## src/rtl/ckss_pkg.sv

```systemverilog
package ckss_pkg;
  typedef enum logic [1:0] {
    MODE_INT  = 2'd0,
    MODE_EXT  = 2'd1,
    MODE_AUTO = 2'd2,
    MODE_RSV  = 2'd3
  } clk_mode_e;

  typedef enum logic [3:0] {
    ST_IDLE, ST_CHECK, ST_SWAP, ST_UNMUTE, ST_SETTLE,
    ST_FREQ, ST_LOAD, ST_RESYNC, ST_MODIFY
  } seq_st_e;

  localparam logic SRC_XTAL = 1'b0;
  localparam logic SRC_REC  = 1'b1;
endpackage

```

## src/rtl/ckss_target.sv

```systemverilog
module ckss_target
  import ckss_pkg::*;
(
  input  logic [1:0] mode_i,
  input  logic       dig_in_i,
  output logic       want_rec_o
);
  clk_mode_e mode;
  assign mode = clk_mode_e'(mode_i);

  always_comb begin
    unique case (mode)
      MODE_EXT:  want_rec_o = SRC_REC;
      MODE_AUTO: want_rec_o = dig_in_i ? SRC_REC : SRC_XTAL;
      default:   want_rec_o = SRC_XTAL;
    endcase
  end
endmodule

```

## src/rtl/ckss_settle.sv

```systemverilog
module ckss_settle #(
  parameter int unsigned LIMIT = 600000
) (
  input  logic clk_i,
  input  logic rst_ni,
  input  logic start_i,
  output logic done_o
);
  localparam int unsigned CNT_W = (LIMIT > 1) ? $clog2(LIMIT) : 1;
  localparam logic [CNT_W-1:0] LAST = CNT_W'(LIMIT - 1);

  logic             run_q;
  logic [CNT_W-1:0] cnt_q;

  assign done_o = run_q && (cnt_q == LAST);

  always_ff @(posedge clk_i or negedge rst_ni) begin
    if (!rst_ni) begin
      run_q <= 1'b0;
      cnt_q <= '0;
    end else if (start_i) begin
      run_q <= 1'b1;
      cnt_q <= '0;
    end else if (done_o) begin
      run_q <= 1'b0;
    end else if (run_q) begin
      cnt_q <= cnt_q + 1'b1;
    end
  end
endmodule

```

## src/rtl/ckss_rate_track.sv

```systemverilog
module ckss_rate_track #(
  parameter int unsigned FREQ_W = 17
) (
  input  logic              clk_i,
  input  logic              rst_ni,
  input  logic              en_i,
  input  logic              det_valid_i,
  input  logic [FREQ_W-1:0] det_freq_i,
  output logic [FREQ_W-1:0] trk_freq_o
);
  localparam int unsigned N_RATES = 3;
  localparam int unsigned RATES [N_RATES] = '{32000, 44100, 48000};

  logic [N_RATES-1:0] hit;

  for (genvar g = 0; g < N_RATES; g++) begin : g_rate
    assign hit[g] = (det_freq_i == FREQ_W'(RATES[g]));
  end

  always_ff @(posedge clk_i or negedge rst_ni) begin
    if (!rst_ni) trk_freq_o <= '0;
    else if (en_i && det_valid_i && |hit) trk_freq_o <= det_freq_i;
  end
endmodule

```

## src/rtl/clk_src_switch.sv

```systemverilog
module clk_src_switch
  import ckss_pkg::*;
#(
  parameter int unsigned FREQ_W    = 17,
  parameter int unsigned CLK_KHZ   = 100000,
  parameter int unsigned SETTLE_MS = 6
) (
  input  logic              clk_i,
  input  logic              rst_ni,
  input  logic [1:0]        mode_i,
  input  logic              dig_in_i,
  input  logic [FREQ_W-1:0] freq_req_i,
  input  logic              stale_i,
  input  logic              start_i,
  input  logic              det_valid_i,
  input  logic [FREQ_W-1:0] det_freq_i,
  output logic              src_sel_o,
  output logic              dac_mute_o,
  output logic              div_load_o,
  output logic [FREQ_W-1:0] div_freq_o,
  output logic              resync_in_o,
  output logic              clk_mod_o,
  output logic              clk_mod_sync_o,
  output logic              busy_o,
  output logic [FREQ_W-1:0] cur_freq_o,
  output logic [FREQ_W-1:0] trk_freq_o
);
  localparam int unsigned SETTLE_CYC = CLK_KHZ * SETTLE_MS;

  seq_st_e           st_q;
  logic              src_q, tgt_q, chg_q, mute_q;
  logic [FREQ_W-1:0] req_q, cur_q;
  logic              want_rec, tmr_start, tmr_done;

  ckss_target u_target (
    .mode_i     (mode_i),
    .dig_in_i   (dig_in_i),
    .want_rec_o (want_rec)
  );

  assign tmr_start = (st_q == ST_UNMUTE) && tgt_q;

  ckss_settle #(.LIMIT(SETTLE_CYC)) u_settle (
    .clk_i   (clk_i),
    .rst_ni  (rst_ni),
    .start_i (tmr_start),
    .done_o  (tmr_done)
  );

  ckss_rate_track #(.FREQ_W(FREQ_W)) u_track (
    .clk_i       (clk_i),
    .rst_ni      (rst_ni),
    .en_i        (src_q && !stale_i),
    .det_valid_i (det_valid_i),
    .det_freq_i  (det_freq_i),
    .trk_freq_o  (trk_freq_o)
  );

  always_ff @(posedge clk_i or negedge rst_ni) begin
    if (!rst_ni) begin
      st_q   <= ST_IDLE;
      src_q  <= SRC_XTAL;
      tgt_q  <= SRC_XTAL;
      chg_q  <= 1'b0;
      mute_q <= 1'b0;
      req_q  <= '0;
      cur_q  <= '0;
    end else begin
      unique case (st_q)
        ST_IDLE: if (start_i && !stale_i) begin
          req_q <= freq_req_i;
          tgt_q <= want_rec;
          chg_q <= 1'b0;
          st_q  <= ST_CHECK;
        end
        ST_CHECK: if (tgt_q != src_q) begin
          mute_q <= 1'b1;       // mute lands one cycle ahead of the select
          st_q   <= ST_SWAP;
        end else begin
          st_q <= ST_FREQ;
        end
        ST_SWAP: begin
          src_q <= tgt_q;
          chg_q <= 1'b1;
          st_q  <= ST_UNMUTE;
        end
        ST_UNMUTE: begin
          mute_q <= 1'b0;
          st_q   <= tgt_q ? ST_SETTLE : ST_FREQ;
        end
        ST_SETTLE: if (tmr_done) st_q <= ST_FREQ;
        ST_FREQ: begin
          if (cur_q == req_q)  st_q <= ST_IDLE;
          else if (!tgt_q)     st_q <= ST_LOAD;
          else                 st_q <= ST_MODIFY;
        end
        ST_LOAD:   st_q <= chg_q ? ST_RESYNC : ST_MODIFY;
        ST_RESYNC: st_q <= ST_MODIFY;
        ST_MODIFY: begin
          cur_q <= req_q;
          st_q  <= ST_IDLE;
        end
        default: st_q <= ST_IDLE;
      endcase
    end
  end

  assign src_sel_o      = src_q;
  assign dac_mute_o     = mute_q;
  assign div_load_o     = (st_q == ST_LOAD);
  assign div_freq_o     = req_q;
  assign resync_in_o    = (st_q == ST_RESYNC);
  assign clk_mod_o      = (st_q == ST_MODIFY);
  assign clk_mod_sync_o = (st_q == ST_MODIFY); // every modify asks for FIFO resync
  assign busy_o         = (st_q != ST_IDLE);
  assign cur_freq_o     = cur_q;
endmodule

```

## config.mk

```make
export PLATFORM = sky130hd
export DESIGN_NAME = clk_src_switch
export DESIGN_NICKNAME = d
export VERILOG_FILES = /design/src/rtl/ckss_pkg.sv /design/src/rtl/ckss_target.sv /design/src/rtl/ckss_settle.sv /design/src/rtl/ckss_rate_track.sv /design/src/rtl/clk_src_switch.sv
export SDC_FILE = /design/constraint.sdc
export NUM_CORES = 1
export LEC_CHECK = 0
export ABC_AREA = 1
export BUFFER_PORTS_ARGS = -buffer_cell sky130_fd_sc_hd__buf_2
export CAP_MARGIN = 20
export CORE_UTILIZATION = 36
export DETAILED_ROUTE_END_ITERATION = 6
export HOLD_SLACK_MARGIN = 0.02
export PLACE_DENSITY = 0.66
export SLEW_MARGIN = 20
export SYNTH_ARGS = -nofsm -noshare
export SYNTH_HDL_FRONTEND = slang
export SYNTH_HIERARCHICAL = 1
export SYNTH_SLANG_ARGS = --single-unit
export TNS_END_PERCENT = 100
```

## constraint.sdc

```tcl
create_clock -name clk_i -period 1.9 [get_ports clk_i]
set_clock_uncertainty 0.15 [all_clocks]
set_input_delay 0.38 -clock clk_i [delete_from_list [all_inputs] [get_ports clk_i]]
set_output_delay 0.38 -clock clk_i [all_outputs]
set_load 0.01 [all_outputs]
```

==> results <==
- The critical path is of the flip-flop to output pin type.
- The number of global-route vias before repair is 3797.
- Among all flip-flop cells after synthesis, the most frequent one is sky130_fd_sc_hd__dfrtp_1.
- The area of the multi-input gates is a little under 0.002 mm².
- The pre-CTS worst setup slack is -0.0766 ns.
- The final-layout fill cell count is 1145.
- The fraction of synthesis flops using an asynchronous set or reset pin is 100%.
- STA classifies the critical path startpoint as a flip-flop.
- Summing every instance area after synthesis gives 0.00429 mm².
- The clock passes through at most 2 buffers.
- The mean instance size in the synthesized netlist is 7.58 µm².
- Summing the areas of all compound-gate instances in the mapped netlist gives 7.55% of the synthesized area.
- The total clock buffers created by CTS is 9.
- The critical register-to-register path startpoint is u_settle/cnt_q[1].
- The number of antenna violations at the first check in global routing is 0.
- The iteration count of the initial detailed-routing pass is 7.
- Setup repair after global routing could not meet its margin everywhere.
- The worst setup path is captured at an output pin.
- The post-route standard cell area excluding fillers is 0.00549 mm².
- Entering global routing, the biggest net connects 38 pins.
- The starting utilization of the core area is 37.3%.
- The routed length per instance is 12.4 µm.
- By area, the combinational part of the netlist is dominated by simple AND/OR/NAND/NOR gates.
- The transition time at the pin with the least slew margin is around 0.49 ns.
- For this design, the sink count on the clock tree is 80.
- Of the total synthesized cell area, the portion taken by XOR and XNOR cells is under 10%.
- The CTS tree is done.
- The area of the placeable core is 0.0115 mm².
- The standard-cell row count is 39.
- When the netlist entered floorplanning its net count stood at 611.
- The normalized max-slew margin is 67.4%.
- After synthesis, flip-flops and latches occupy 46.6% of the total area.
- In the post-route analysis, the smallest setup slack over all paths is 0.0631 ns.
- The final critical path takes up between 90% and 100% of the cycle.
- The net total in the final layout is between 700 and 800.
- The depth of the worst register-to-register path is 7.
- Data arrives at the worst endpoint at 1.31 ns.
- The run finished, with violations left.
- The clock latency of the later-clocked register in the worst-skew pair is between 0.3 and 0.4 ns.
- The y dimension of the die is roughly 110 µm.
- The area added between synthesis and finish is 27.9%.
- The library cell used most frequently in the layout, excluding fill and tap cells, is sky130_fd_sc_hd__nand2_1.
- The final route contains 3946 vias.
- For this block, the routed nets add up to 10400 µm of wire.
- Synthesis inferred 80 register bits.
- In the synthesized netlist, the number of instances is 566.
- In this run, synthesis inferred 0 flip-flops with an integrated enable.
- The detail-routed via count per cell is 4.71.
- The x dimension of the die is 111 µm.
- Global routing finished with a remaining overflow of 0.
- The clock-pin slew of the registers on the worst-case setup and hold paths is 0.06 ns.
- The minimum setup slack among reg-to-reg paths is 0.12 ns.
- The smallest clock period supported by the final layout is computed as roughly 1.8 ns.
- Measured against the total synthesized area, the mux share comes to 0%.
- The starting DRC count in detailed routing is 247.
- The antenna diode instance count is 0.
- The number of different library cells in the post-synthesis netlist is 37.
- The worst IR drop on VDD is 0.000481 V.
- The sequential standard cell area is 0.00200 mm².
- The number of antenna-violating nets in the routed design is 0.
- During I/O placement, the number of pins put on the boundary was 100.
- The number of failing hold endpoints at the final stage is 0.
- The data required time of the worst path is roughly 1.4 ns.
- The most critical setup path has its endpoint at busy_o.
- The fraction of final layout cells with drive strength greater than 1 is about a quarter.
- The detailed-route DRC error count is 16.
- The synthesized-area fraction occupied by adder cells is 0.875%.
- The tree is rooted in a sky130_fd_sc_hd__clkbuf_16.
- The number of failing setup endpoints in the final timing report is 0.
- The first global-routing pass estimated 17800 µm of wire.
- The number of slew-limit violations in the final report was 0.
- The final HPWL from detailed placement is 8040 µm.
- The global-route usage over all layers is 18.0%.
- The count of warnings emitted by yosys is 6.
- Dividing total power by cell area gives a power density of 1280 mW/mm².
- The biggest fanout along the worst timing path is 4.
- Summed over all cells, the static leakage comes to 2.92 nW.
- The placed cell area is 0.00507 mm².
- The achievable clock frequency is 0.544 GHz.
- Input and output buffers added on the ports amount to between 90 and 100.
- The endpoint of the worst register-to-register path is u_settle/cnt_q[14].
- The global placer's final weighted congestion is 0.888.
- The number of levels in the clock H-tree is 3.
- Across the run, the number of max-cap violations was 0.
- The checks that failed: design-rule violations.
- The total die area is 0.0124 mm².
- In this run the worst setup path begins at st_q[3].
- In this run the worst hold path is classified as input port to flip-flop.
- Summing the areas of all and, or, nand and nor instances in the mapped netlist gives 33.2% of the synthesized area.
- In the layout the commonest cells are sky130_fd_sc_hd__nand2_1, sky130_fd_sc_hd__buf_2, sky130_fd_sc_hd__dfrtp_1, sky130_fd_sc_hd__inv_1, sky130_fd_sc_hd__nor2_1.
cell usage after synthesis, types with 2 or more instances:
master | n | area (µm²)
sky130_fd_sc_hd__dfrtp_1 | 80 | 2000
sky130_fd_sc_hd__a21boi_0 | 6 | 45.0
sky130_fd_sc_hd__xnor2_1 | 3 | 26.3
sky130_fd_sc_hd__buf_4 | 2 | 15.0
sky130_fd_sc_hd__o21ai_1 | 2 | 10.0
sky130_fd_sc_hd__nor2_2 | 3 | 18.8
sky130_fd_sc_hd__nand3b_1 | 3 | 22.5
sky130_fd_sc_hd__o21ai_0 | 27 | 135
sky130_fd_sc_hd__nor3_4 | 2 | 32.5
sky130_fd_sc_hd__nor2_1 | 67 | 251
sky130_fd_sc_hd__nor3_1 | 2 | 10.0
sky130_fd_sc_hd__nand2_1 | 196 | 736
sky130_fd_sc_hd__buf_6 | 6 | 67.6
sky130_fd_sc_hd__nand3_1 | 33 | 165
sky130_fd_sc_hd__clkbuf_1 | 4 | 15.0
sky130_fd_sc_hd__ha_1 | 3 | 37.5
sky130_fd_sc_hd__nand2_2 | 6 | 37.5
sky130_fd_sc_hd__inv_1 | 66 | 248
sky130_fd_sc_hd__nor2_4 | 2 | 22.5
sky130_fd_sc_hd__a21oi_1 | 3 | 15.0
sky130_fd_sc_hd__nand4_1 | 12 | 75.1
sky130_fd_sc_hd__nor4_1 | 2 | 12.5
sky130_fd_sc_hd__xor2_1 | 12 | 105
sky130_fd_sc_hd__o21ai_2 | 11 | 96.3
layer usage:
| layer | routed length [µm] | track usage [%] | vias to the layer above | share of wire, % |
|---|---|---|---|---|
| li1 | - | - | 2010 | - |
| met1 | 4790 | 23.6 | 1817 | 46 |
| met2 | 4890 | 28.8 | 101 | 47 |
| met3 | 494 | 4.65 | 18 | 4.8 |
| met4 | 224 | 6.13 | 0 | 2.2 |
| met5 | 0 | 0 | - | 0 |
how the worst min path moves through the flow:
| stage | from | end | slack (ns) | depth (start not counted) |
|---|---|---|---|---|
| 4_1_cts | freq_req_i[12] | div_freq_o[12] | 0.09 | 3 |
| 5_1_grt | freq_req_i[12] | div_freq_o[12] | 0.10 | 3 |
| 3_5_place_dp | rst_ni | cur_freq_o[11] | 0.23 | 1 |
| 6_report | freq_req_i[12] | div_freq_o[12] | 0.1 | 3 |
| 3_3_place_gp | rst_ni | div_freq_o[15] | 0.22 | 1 |
| 2_1_floorplan | rst_ni | chg_q | -0.07 | 0 |
timing repair:
| action | 4_1_cts | 5_1_grt |
|---|---|---|
| pin swaps | 0 | 2 |
| setup endpoints to repair | 15 | 24 |
| endpoints found under the hold margin | 33 | 0 |
| gates resized for setup | 4 | 12 |
| hold buffers | 1 | 0 |
| buffers inserted | 0 | 4 |
metrics by stage:
stage	power, mW	hold WS (ns)	util [%]	instances	TNS (ns)
after floorplan	4.17	-0.0656	-	566	0
after global placement	5.06	0.220	44.0	818	-0.0649
after detailed placement	5.12	0.227	44.0	818	-0.656
after CTS	7.05	0.0907	47.1	834	-0.0165
after global routing	7.58	0.104	47.7	838	-0.00719
final	7.04	0.0986	47.7	838	0
sequential cells by signal, indices dropped and copies added, names as in the netlist:
signal / count
u_settle/run_q: 1
st_q: 4
u_settle/cnt_q: 20
div_freq_o: 17
cur_freq_o: 17
src_sel_o: 1
chg_q: 1
dac_mute_o: 1
tgt_q: 1
u_track/trk_freq_o: 17
critical path, stage by stage (launching register included):
cell	delay, ns
sky130_fd_sc_hd__dfrtp_2	0.48
sky130_fd_sc_hd__nor2_4	0.11
sky130_fd_sc_hd__buf_4	0.13
sky130_fd_sc_hd__nand2_2	0.09
sky130_fd_sc_hd__buf_2	0.16
kinds of logic (layout without fill, tap and decap cells):
kind of cell,after synthesis,count (layout)
AO/OA/AOI/OAI,52,52
XOR/XNOR,15,15
adder cells (fa/ha/maj),3,3
buffers and inverters,83,212
flip-flops,80,80
AND/OR/NAND/NOR,333,333
layout make-up:
| class | instances | share of cell area [%] |
|---|---|---|
| Tap cell | 143 | 3.26 |
| Inverter | 69 | 4.81 |
| Clock inverter | 3 | 1.19 |
| Timing Repair Buffer | 128 | 13.5 |
| Clock buffer | 12 | 4.67 |
| Sequential cell | 80 | 36.5 |
| Multi-Input combinational cell | 403 | 36.0 |
report_power, final:
group          switching, mW  internal [mW]
Sequential             0.436           2.16
Combinational           1.55           1.04
Clock                  0.638           1.21
Note: power is estimated with default switching activity, not from simulation.
